$ cat src/rtl/cyc64_pkg.sv
package cyc64_pkg;
  localparam int ADDR_W = 12;
  localparam int BUS_W  = 32;

  localparam logic [ADDR_W-1:0] ADDR_CTRL = 12'h103;
  localparam logic [ADDR_W-1:0] ADDR_LOW  = 12'h104;
  localparam logic [ADDR_W-1:0] ADDR_HIGH = 12'h105;

  // strobes from control to datapath, valid for one cycle
  typedef struct packed {
    logic cntEn;     // advance the counter at this edge
    logic snapLoad;  // copy the count into the snapshot
    logic selLow;    // drive the low word onto the read bus
    logic selHigh;   // drive the snapshot upper part
    logic selCtrl;   // drive the status word
  } cyc64_stb_t;
endpackage

$ cat src/rtl/cyc64_ctrl.sv
module cyc64_ctrl
  import cyc64_pkg::*;
(
  input  logic              clk,
  input  logic              rstN,
  input  logic              rdEn,
  input  logic              wrEn,
  input  logic [ADDR_W-1:0] addr,
  input  logic              wrBit,
  input  logic              flushEvt,
  input  logic              carryNext,
  output cyc64_stb_t        stb,
  output logic              enQ,
  output logic              flagQ
);
  logic hitCtrl, hitLow, hitHigh;
  logic lowRd, ctrlWr;

  assign hitCtrl = (addr == ADDR_CTRL);
  assign hitLow  = (addr == ADDR_LOW);
  assign hitHigh = (addr == ADDR_HIGH);
  assign lowRd   = rdEn && hitLow;
  assign ctrlWr  = wrEn && hitCtrl;

  always_comb begin
    stb          = '0;
    stb.cntEn    = enQ;
    stb.snapLoad = lowRd;
    stb.selLow   = lowRd;
    stb.selHigh  = rdEn && hitHigh;
    stb.selCtrl  = rdEn && hitCtrl;
  end

  always_ff @(posedge clk or negedge rstN) begin
    if (!rstN) begin
      enQ <= 1'b0;
    end else if (ctrlWr) begin
      enQ <= wrBit;
    end
  end

  // priority: flush, then low read, then carry
  always_ff @(posedge clk or negedge rstN) begin
    if (!rstN) begin
      flagQ <= 1'b0;
    end else if (flushEvt) begin
      flagQ <= 1'b0;
    end else if (lowRd) begin
      flagQ <= 1'b1;
    end else if (carryNext) begin
      flagQ <= 1'b0;
    end
  end
endmodule

$ cat src/rtl/cyc64_dp.sv
module cyc64_dp
  import cyc64_pkg::*;
#(
  parameter int CNT_W = 64,
  parameter int LOW_W = 32
) (
  input  logic             clk,
  input  logic             rstN,
  input  cyc64_stb_t       stb,
  input  logic             enQ,
  input  logic             flagQ,
  output logic             carryNext,
  output logic [CNT_W-1:0] cntQ,
  output logic [BUS_W-1:0] rdData
);
  localparam int HIGH_W = CNT_W - LOW_W;

  logic [CNT_W-1:0] snapQ;

  assign carryNext = stb.cntEn && (&cntQ[LOW_W-1:0]);

  always_ff @(posedge clk or negedge rstN) begin
    if (!rstN) begin
      cntQ <= '0;
    end else if (stb.cntEn) begin
      cntQ <= cntQ + 1'b1;
    end
  end

  always_ff @(posedge clk or negedge rstN) begin
    if (!rstN) begin
      snapQ <= '0;
    end else if (stb.snapLoad) begin
      snapQ <= cntQ;
    end
  end

  always_comb begin
    rdData = '0;
    if (stb.selLow) begin
      rdData[LOW_W-1:0] = cntQ[LOW_W-1:0];
    end
    if (stb.selHigh) begin
      rdData[HIGH_W-1:0] = snapQ[CNT_W-1:LOW_W];
    end
    if (stb.selCtrl) begin
      rdData[BUS_W-1] = flagQ;
      rdData[0]       = enQ;
    end
  end
endmodule

$ cat src/rtl/cyc64_snap.sv
module cyc64_snap
  import cyc64_pkg::*;
#(
  parameter int CNT_W = 64,
  parameter int LOW_W = 32
) (
  input  logic              clk,
  input  logic              rstN,
  input  logic              rdEn,
  input  logic              wrEn,
  input  logic [ADDR_W-1:0] addr,
  input  logic [BUS_W-1:0]  wrData,
  input  logic              flushEvt,
  output logic [BUS_W-1:0]  rdData
);
  cyc64_stb_t       stb;
  logic             enQ;
  logic             flagQ;
  logic             carryNext;
  logic [CNT_W-1:0] cntQ;

  cyc64_ctrl ctrl_i (
    .clk       (clk),
    .rstN      (rstN),
    .rdEn      (rdEn),
    .wrEn      (wrEn),
    .addr      (addr),
    .wrBit     (wrData[0]),
    .flushEvt  (flushEvt),
    .carryNext (carryNext),
    .stb       (stb),
    .enQ       (enQ),
    .flagQ     (flagQ)
  );

  cyc64_dp #(.CNT_W(CNT_W), .LOW_W(LOW_W)) dp_i (
    .clk       (clk),
    .rstN      (rstN),
    .stb       (stb),
    .enQ       (enQ),
    .flagQ     (flagQ),
    .carryNext (carryNext),
    .cntQ      (cntQ),
    .rdData    (rdData)
  );
endmodule

$ cat config.mk
export PLATFORM = sky130hd
export DESIGN_NAME = cyc64_snap
export DESIGN_NICKNAME = d
export VERILOG_FILES = /design/src/rtl/cyc64_pkg.sv /design/src/rtl/cyc64_ctrl.sv /design/src/rtl/cyc64_dp.sv /design/src/rtl/cyc64_snap.sv
export SDC_FILE = /design/constraint.sdc
export NUM_CORES = 1
export LEC_CHECK = 0
export BUFFER_PORTS_ARGS = -buffer_cell sky130_fd_sc_hd__clkbuf_2
export CAP_MARGIN = 20
export CORE_MARGIN = 3
export CORE_UTILIZATION = 57
export DETAILED_ROUTE_END_ITERATION = 12
export PLACE_DENSITY_LB_ADDON = 0.15
export SETUP_SLACK_MARGIN = 0.3
export SLEW_MARGIN = 20
export SYNTH_ARGS = -nofsm -noshare
export SYNTH_HDL_FRONTEND = slang
export SYNTH_HIERARCHICAL = 1
export SYNTH_SLANG_ARGS = --single-unit
$ cat constraint.sdc
create_clock -name clk -period 2.35 [get_ports clk]
set_input_delay 0.1175 -clock clk [delete_from_list [all_inputs] [get_ports clk]]
set_output_delay 0.1175 -clock clk [all_outputs]
set_load 0.01 [all_outputs]
==> results of run 1 <==
[worst max-delay path, stage by stage (launching register included)]
cell     delay, ps
dfrtp_1        460
nand4_1        110
buf_4          180
buf_4          140
nor4_1         250
nand4_1        140
buf_4          190
nor3_1         290
xor2_1         180
[worst min-delay path by stage]
stage | endpoint | slack, ps | cells past startpoint
6_report | ctrl_i/enQ | 120 | 3
5_1_grt | ctrl_i/enQ | 150 | 3
4_1_cts | ctrl_i/enQ | 120 | 3
3_5_place_dp | ctrl_i/enQ | 170 | 1
3_3_place_gp | ctrl_i/enQ | 170 | 1
2_1_floorplan | ctrl_i/enQ | -180 | 0
[registers in the layout, indices dropped and copies added (netlist names)]
| name | cells |
|---|---|
| dp_i/snapQ | 32 |
| ctrl_i/flagQ | 1 |
| ctrl_i/enQ | 1 |
| dp_i/cntQ | 64 |
[final cells by class]
class / instances / area, µm²
multi-input combinational: 369 / 2560
timing repair buffer: 86 / 558
inverter: 7 / 26.3
clock inverter: 6 / 48.8
tap: 105 / 131
sequential: 98 / 2460
fill: 643 / 2460
clock buffer: 10 / 138
[placed cells by master, fill, tap and decap left out, drive strengths merged, types with 6 or more instances in the layout]
cell,netlist,final
and3,6,6
mux2,34,34
nand4,19,19
nor4,22,22
nand3,33,33
o21ai,32,32
and4b,6,6
inv,7,9
nor2,22,22
buf,12,35
clkbuf,16,58
xor2,34,34
xnor2,29,29
nor3,16,16
dfrtp,98,98
nand2,92,92
[what timing repair did]
item,4_1_cts,5_1_grt
hold buffers,3,0
setup buffers,3,8
endpoints found under the hold margin,49,0
gates resized for setup,4,27
pin swaps,0,5
endpoints found under the setup margin,3,27
[power by group]
| group | switching [W] | internal [W] |
|---|---|---|
| Sequential | 0.00000192 | 0.00169 |
| Combinational | 0.0000477 | 0.0000302 |
| Clock | 0.000610 | 0.000425 |
| Total | 0.000659 | 0.00214 |
[kinds of logic after synthesis]
logic type,count (synthesis)
flops,98
fa+ha+maj,1
simple gates,236
xor+xnor,63
compound gates,35
buf+inv,35
mux,34
[per-stage QoR]
step	hold slack [ps]	std cells	setup WS [ps]
floorplan	-178	502	379
global placement	168	651	260
finish	120	681	325
CTS	119	673	281
detailed placement	173	651	223
global route	146	681	221
[layer usage]
metal	GRT usage, %	vias to the layer above
met4	7.35	0
met5	0	-
li1	-	1871
met1	32.7	2011
met2	41.5	103
met3	2.78	18
==> results.sh, run 1 <==
export IMPL_outcome="complete, no violations"
export IMPL_syn_cell_area_um2=5020
export IMPL_grt_pass1_wl_mm=19.3
export IMPL_max_cap_viol_count=0
export IMPL_syn_num_nets=552
export IMPL_viasPerCell=5.88
export IMPL_synth_most_common_cell="dfrtp_1"
export IMPL_power_leakage_nw=2.75
export IMPL_num_rows=33
export IMPL_antenna_cells=0
export IMPL_synth_compound_area_share_pct=3.59
export IMPL_wl_met1_mm=5.16
export IMPL_synthAdderAreaFrac_pct=0.249
export IMPL_nNetsFinal=621
export IMPL_synth_top_area_share_pct=48.9
export IMPL_core_um2=8380
export IMPL_ys_types=43
export IMPL_root_buffer="clkbuf_8"
export IMPL_timing_rr_start="dp_i/cntQ[39]"
export IMPL_dr_pass1_iters=5
export IMPL_hold_viol_final=0
export IMPL_synth_top_family_by_area="simple AND/OR/NAND/NOR gates"
export IMPL_cts_tree="built"
export IMPL_ir_worst_vdd_mv=0.327
export IMPL_worstSetupPathType="reg2reg"
export IMPL_grt_overflow=0
export IMPL_placed_area_um2=5470
export IMPL_holdCritStartpoint="addr[9]"
export IMPL_finalSetupViolations=0
export IMPL_via_count=4003
export IMPL_fin_area_um2=5920
export IMPL_routed_wl_mm=11.8
export IMPL_grt_pass1_vias=3933
export IMPL_track_usage_pct=24.3
export IMPL_synthTopCellsByCount="98 x dfrtp_1, 92 x nand2_1, 34 x xor2_1"
export IMPL_post_route_util_pct=70.7
export IMPL_power_w=0.00280
export IMPL_drcViolationCount=0
export IMPL_cp_startpoint="dp_i/cntQ[39]"
export IMPL_cts_sinks=98
export IMPL_synth_area_leader_cell="dfrtp_1"
export IMPL_die_w_um=99.8
export IMPL_fin_skew_ps=16.8
export IMPL_arrival_ps=2310
export IMPL_r2r_setup_slack_ps=320
export IMPL_synthToLayoutAreaGrowth_pct=18.1
export IMPL_die_area_um2=9970
export IMPL_startpoint_type="register"
export IMPL_path_max_fanout=5
export IMPL_drt_iter0_markers=196
export IMPL_routedWlPerCell_um=17.4
export IMPL_cts_buffers=9
export IMPL_grt_max_degree=66
export IMPL_synthSimpleGateAreaFrac_pct=25.6
export IMPL_synth_xor_area_share_pct=11.0
export IMPL_r2r_cells=8
export IMPL_ys_ff_latch=98
export IMPL_fmax_ghz=0.494
export IMPL_dr_wl_met2_mm=6.04
export IMPL_maxSlewHeadroom_pct=58.0
export IMPL_clk_latency_ps=360
export IMPL_rsz0062_at_grt="no"
export IMPL_io_pins=81
export IMPL_dr_max_layer_used="met4"
export IMPL_worst_slew_pin_slew_ps=630
export IMPL_ys_seq_area_share_pct=48.9
export IMPL_post_route_period_util_pct=86.2
export IMPL_antenna_found_initial=0
export IMPL_ant_nets=0
export IMPL_finalSetupTns_ps=0
export IMPL_worst_hold_path_type="in2reg"
export IMPL_clkTransAtPathRegs_ps=100
export IMPL_drive_gt1_share_pct=30.2
export IMPL_synth_area_top_cells="dfrtp_1 49%, mux2_2 7.4%, nand2_1 6.9%"
export IMPL_place_congestion=0.873
export IMPL_port_buffers=49
export IMPL_synth_cells=502
export IMPL_die_y_um=99.8
export IMPL_crit_required_ps=2640
export IMPL_start_util_pct=59.9
export IMPL_synth_area_mux_share_pct=7.63
export IMPL_finalCriticalPeriod_ps=2030
export IMPL_worstReg2RegEnd="dp_i/cntQ[55]"
export IMPL_synth_edf_count=0
export IMPL_power_density_nw_per_um2=473
export IMPL_htreeDepth=3
export IMPL_hpwl_mm=8.25
export IMPL_synth_top_flop_cell="dfrtp_1"
export IMPL_end_kind="register"
export IMPL_synth_warnings=6
export IMPL_synthArstFlopShare_pct=100
export IMPL_avgSynthCellArea_um2=10.0
export IMPL_slew_violations=0
export IMPL_dr_wl_met3_um=445
export IMPL_clockBufferDepth=2
export IMPL_critical_path_endpoint="dp_i/cntQ[55]"
Power figures use the tool's default switching activity.
==> run 2, diff against run 1 <==
--- a/config.mk
+++ b/config.mk
@@ -8,9 +8,10 @@
 export BUFFER_PORTS_ARGS = -buffer_cell sky130_fd_sc_hd__clkbuf_2
 export CAP_MARGIN = 20
 export CORE_MARGIN = 3
-export CORE_UTILIZATION = 57
+export CORE_UTILIZATION = 40
+export CTS_CLUSTER_SIZE = 10
 export DETAILED_ROUTE_END_ITERATION = 12
-export PLACE_DENSITY_LB_ADDON = 0.15
+export PLACE_DENSITY = 0.7
 export SETUP_SLACK_MARGIN = 0.3
 export SLEW_MARGIN = 20
 export SYNTH_ARGS = -nofsm -noshare
==> run 2 against run 1 <==
Against the previous run: maximum frequency is 2.2% lower; power increased by 17%; via count shrank 1.7%; critical path depth shrank 3; cell count grew 8.5%; sequential power barely moved; clock power is 46% higher; setup slack got worse by 46 ps; clock skew decreased by 9.6 ps; clock-buffer cell count up 3; sequential cell count unchanged; sequential share of layout area decreased by 0.94 points.
==> results.sh, run 2 (synthesized netlist as in run 1, its figures left out) <==
export IMPL_track_usage_pct=17.3
export IMPL_end_kind="register"
export IMPL_start_util_pct=41.3
export IMPL_htreeDepth=3
export IMPL_hold_viol_final=0
export IMPL_grt_pass1_vias=3869
export IMPL_regMostFlops="dp_i/cntQ"
export IMPL_dr_pass1_iters=4
export IMPL_routed_wl_mm=11.8
export IMPL_die_w_um=118
export IMPL_power_w=0.00327
export IMPL_power_leakage_nw=2.76
export IMPL_drive_gt1_share_pct=28.2
export IMPL_routedWlPerCell_um=16.0
export IMPL_path_delay_family="simple AND/OR/NAND/NOR gates"
export IMPL_post_route_period_util_pct=88.1
export IMPL_ant_nets=0
export IMPL_grt_pass1_wl_mm=19.7
export IMPL_largest_register_ffs=64
export IMPL_maxSlewHeadroom_pct=51.6
export IMPL_io_pins=81
export IMPL_drt_iter0_markers=269
export IMPL_crit_required_ps=2620
export IMPL_ir_worst_vdd_mv=0.391
export IMPL_fmax_ghz=0.483
export IMPL_placed_area_um2=5560
export IMPL_drcViolationCount=0
export IMPL_arrival_ps=2340
export IMPL_antenna_cells=0
export IMPL_finalSetupViolations=0
export IMPL_power_density_nw_per_um2=540
export IMPL_fin_skew_ps=7.25
export IMPL_hpwl_mm=8.26
export IMPL_core_um2=12200
export IMPL_clk_latency_ps=340
export IMPL_clockBufferDepth=2
export IMPL_cts_tree="built"
export IMPL_root_buffer="clkbuf_16"
export IMPL_num_rows=40
export IMPL_worst_slew_pin_slew_ps=727
export IMPL_worstSetupPathType="reg2reg"
export IMPL_cts_sinks=98
export IMPL_place_congestion=0.901
export IMPL_rsz0062_at_grt="yes"
export IMPL_outcome="complete, no violations"
export IMPL_layout_commonest_cell="dfrtp_1"
export IMPL_viasPerCell=5.32
export IMPL_slew_violations=0
export IMPL_critPathSlowestCell="nor4_1"
export IMPL_finalSetupTns_ps=0
export IMPL_via_count=3934
export IMPL_path_cells="nand4_1 > nor4_1 > nand3_1 > nor4_2 > xor2_1"
export IMPL_die_y_um=118
export IMPL_timing_hold_ws_ps=23.6
export IMPL_path_max_fanout=5
export IMPL_port_buffers=49
export IMPL_finalCriticalPeriod_ps=2070
export IMPL_nFillCells=1082
export IMPL_clkTransAtPathRegs_ps=60
export IMPL_grt_max_degree=66
export IMPL_fin_area_um2=6050
export IMPL_nNetsFinal=617
export IMPL_cts_buffers=9
export IMPL_max_cap_viol_count=0
export IMPL_mostFrequentLayoutCells="96 x dfrtp_1, 91 x nand2_1, 48 x clkbuf_2"
export IMPL_top_regs="dp_i/cntQ x64, dp_i/snapQ x32"
export IMPL_synthToLayoutAreaGrowth_pct=20.5
export IMPL_die_area_um2=13900
export IMPL_startpoint_type="register"
export IMPL_worst_hold_path_type="in2reg"
export IMPL_max_stage_delay_ps=570
export IMPL_grt_overflow=0
export IMPL_antenna_found_initial=0
export IMPL_path_buf_inv=0
-- run 2: cell types whose count changed in the layout (fill, tap and decap cells not counted), moves of 2 or more --
cell        before  now
buf_4           33   29
nor3_2           2    5
nor4_1          10   12
clkbuf_8        10    3
dfrtp_2          7    2
nor3_1          14   11
clkinvlp_4       2    0
and3_1           4    6
clkbuf_16        0    9
dfrtp_1         91   96
-- run 2: metal layers --
metal	vias up	global-route usage [%]	wire length, µm
li1	1878	-	-
met2	110	27.9	5620
met1	1929	23.5	5390
met5	-	0	0
met3	17	3.60	613
met4	0	5.49	207
-- run 2: worst paths after layout --
kind / cells after the start / startpoint / slack [ps] / endpoint
worst min register to register: 1 / dp_i/cntQ[63] / 460 / dp_i/cntQ[63]
worst max register to register: 5 / dp_i/cntQ[39] / 280 / dp_i/cntQ[62]
min in group asynchronous: 2 / rstN / 370 / dp_i/snapQ[48]
max in group asynchronous: 3 / rstN / 1280 / dp_i/cntQ[1]
worst min-delay path: 2 / flushEvt / 20 / ctrl_i/flagQ
worst max-delay path: 5 / dp_i/cntQ[39] / 280 / dp_i/cntQ[62]
-- run 2: timing repair --
action	4_1_cts	5_1_grt
resized for setup	3	17
endpoints found under the setup margin	9	28
endpoints found under the hold margin	55	0
pin swaps	0	6
hold buffers	2	0
cloned	0	0
buffers inserted	0	8
-- run 2: final cells by class --
class	instances	area (µm²)	area share [%]
Tap cell	168	210	3.48
Clock buffer	13	270	4.47
Sequential cell	98	2450	40.6
Timing Repair Buffer	82	538	8.90
Clock inverter	2	35.0	0.579
Multi-Input combinational cell	369	2510	41.5
Inverter	7	26.3	0.435
-- run 2: worst reg2reg max path: stages (launching register included) --
cell	delay [ps]
dfrtp_1	420
nand4_1	310
nor4_1	570
nand3_1	250
nor4_2	290
xor2_1	160
-- run 2: power by group --
group,switching (W),internal [W],total [W]
registers,0.00000294,0.00169,0.00169
clock network,0.000598,0.000905,0.00150
logic,0.0000458,0.0000266,0.0000724
total,0.000647,0.00262,0.00327
-- run 2: stage by stage --
| step | std cells | utilization [%] | worst slack (ps) |
|---|---|---|---|
| finish | 739 | 49.7 | 279 |
| floorplan | 502 | - | 379 |
| global route | 739 | 49.7 | 176 |
| global placement | 714 | 45.7 | 237 |
| CTS | 731 | 48.5 | 242 |
| detailed placement | 714 | 45.7 | 211 |
==> run 3, diff against run 2 <==
--- a/config.mk
+++ b/config.mk
@@ -9,6 +9,7 @@
 export CAP_MARGIN = 20
 export CORE_MARGIN = 3
 export CORE_UTILIZATION = 40
+export CTS_BUF_LIST = sky130_fd_sc_hd__clkbuf_4 sky130_fd_sc_hd__clkbuf_8
 export CTS_CLUSTER_SIZE = 10
 export DETAILED_ROUTE_END_ITERATION = 12
 export PLACE_DENSITY = 0.7
==> run 3 against run 2 <==
Against the previous run: cell count is the same; worst hold slack gained 120 ps; non-clock buffer count is the same; clock-buffer cell count is the same; first-iteration DRC count shrank 15%; cell area shrank 1.8%; combinational power grew 2%; highest routed layer unchanged.
==> results.sh, run 3 (synthesized netlist as in run 1, its figures left out) <==
export IMPL_ir_worst_vdd_mv=0.302
export IMPL_worst_slew_pin_slew_ps=725
export IMPL_layout_commonest_cell="dfrtp_1"
export IMPL_grt_pass1_vias=3851
export IMPL_slew_violations=0
export IMPL_clockBufferDepth=2
export IMPL_routed_wl_mm=11.5
export IMPL_die_w_um=118
export IMPL_final_seq_area_um2=2460
export IMPL_die_area_um2=13900
export IMPL_cts_buffers=9
export IMPL_place_congestion=0.901
export IMPL_via_count=3878
export IMPL_grt_pass1_wl_mm=19.6
export IMPL_rsz0062_at_grt="yes"
export IMPL_track_usage_pct=17.2
export IMPL_largest_register_ffs=64
export IMPL_clkTransAtPathRegs_ps=90
export IMPL_num_rows=40
export IMPL_grt_overflow=0
export IMPL_port_buffers=49
export IMPL_drt_iter0_markers=229
export IMPL_finalCriticalPeriod_ps=2000
export IMPL_cp_startpoint="dp_i/cntQ[14]"
export IMPL_mostFrequentLayoutCells="92 x dfrtp_1, 91 x nand2_1, 48 x clkbuf_2"
export IMPL_start_util_pct=41.3
export IMPL_root_buffer="clkbuf_8"
export IMPL_drcViolationCount=0
export IMPL_power_density_nw_per_um2=486
export IMPL_power_leakage_nw=2.69
export IMPL_clk_latency_ps=370
export IMPL_outcome="complete, no violations"
export IMPL_max_cap_viol_count=0
export IMPL_nNetsFinal=617
export IMPL_post_route_util_pct=48.8
export IMPL_antenna_found_initial=0
export IMPL_synthToLayoutAreaGrowth_pct=18.3
export IMPL_r2r_cells=5
export IMPL_drive_gt1_share_pct=28.9
export IMPL_nFillCells=1086
export IMPL_finalSetupTns_ps=0
export IMPL_r2r_setup_slack_ps=350
export IMPL_hold_viol_final=0
export IMPL_finalSetupViolations=0
export IMPL_regMostFlops="dp_i/cntQ"
export IMPL_maxSlewHeadroom_pct=51.7
export IMPL_arrival_ps=2290
export IMPL_dr_pass1_iters=4
export IMPL_grt_max_degree=66
export IMPL_hpwl_mm=8.26
export IMPL_startpoint_type="register"
export IMPL_die_y_um=118
export IMPL_io_pins=81
export IMPL_ant_nets=0
export IMPL_viasPerCell=5.25
export IMPL_cts_sinks=98
export IMPL_end_kind="register"
export IMPL_fmax_ghz=0.500
export IMPL_worst_hold_path_type="in2reg"
export IMPL_top_regs="dp_i/cntQ x64, dp_i/snapQ x32"
export IMPL_antenna_cells=0
export IMPL_crit_required_ps=2640
export IMPL_worstReg2RegEnd="dp_i/cntQ[53]"
export IMPL_cts_tree="built"
export IMPL_post_route_period_util_pct=85.1
export IMPL_fin_ws_ps=350
export IMPL_routedWlPerCell_um=15.6
export IMPL_worstSetupPathType="reg2reg"
export IMPL_path_max_fanout=6
export IMPL_core_um2=12200
export IMPL_timing_rr_start="dp_i/cntQ[14]"
export IMPL_multi_input_area_um2=2490
export IMPL_htreeDepth=3
export IMPL_critical_path_endpoint="dp_i/cntQ[53]"
export IMPL_fin_skew_ps=13.7
export IMPL_post_place_ws_ps=211
## run 3: cell types whose count changed in the layout (fill, tap and decap cells not counted), moves of 2 or more
cell / change
clkbuf_16: -9
clkbuf_8: +9
dfrtp_1: -4
dfrtp_2: +4
nor3_1: +2
nor3_2: -2
nor4_2: +2
## run 3: critical path: stages, from the launching register on
cell and delay, ps:
dfrtp_1 460, nand2_1 210, nor4_1 430, nand4_1 290
nor3_1 330, xor2_1 190
## run 3: power breakdown
part / internal (W) / switching [W]
clock network: 0.000584 / 0.000538
registers: 0.00169 / 0.00000267
logic: 0.0000278 / 0.0000459
total: 0.00230 / 0.000587
## run 3: through the flow
step / instance area, µm² / power, W / cells / hold slack (ps)
finish: 5940 / 0.00289 / 739 / 143
global route: 5940 / 0.00300 / 739 / 161
CTS: 5810 / 0.00292 / 732 / 133
detailed placement: 5560 / 0.00179 / 714 / 225
global placement: 5560 / 0.00179 / 714 / 213
floorplan: 5020 / 0.00173 / 502 / -178
## run 3: worst min path at each step
stage / start / to / cells after the start
finish: addr[9] / ctrl_i/enQ / 3
global route: addr[9] / ctrl_i/enQ / 3
CTS: addr[9] / ctrl_i/enQ / 3
detailed placement: rstN / dp_i/snapQ[49] / 1
global placement: rstN / dp_i/snapQ[49] / 1
floorplan: rstN / ctrl_i/enQ / 0
## run 3: area by class of cell
class | count | share of cell area [%]
Timing Repair Buffer | 82 | 9.10
Tap cell | 168 | 3.54
Multi-Input combinational cell | 369 | 42.0
Clock inverter | 2 | 0.590
Clock buffer | 13 | 2.91
Sequential cell | 98 | 41.4
Inverter | 7 | 0.442
## run 3: what timing repair did
| item | 4_1_cts | 5_1_grt |
|---|---|---|
| hold buffers | 3 | 0 |
| setup buffers | 0 | 7 |
| hold endpoints to repair | 56 | 0 |
| setup endpoints to repair | 9 | 29 |
| cloned | 0 | 0 |
| pin swaps | 0 | 4 |
| resized for setup | 4 | 18 |
## run 3: routing by layer
metal	up-vias	track usage, %	routed length [µm]
met2	95	27.4	5360
met3	15	4.66	609
met1	1891	23.6	5340
met4	0	4.03	191
li1	1877	-	-
met5	-	0	0
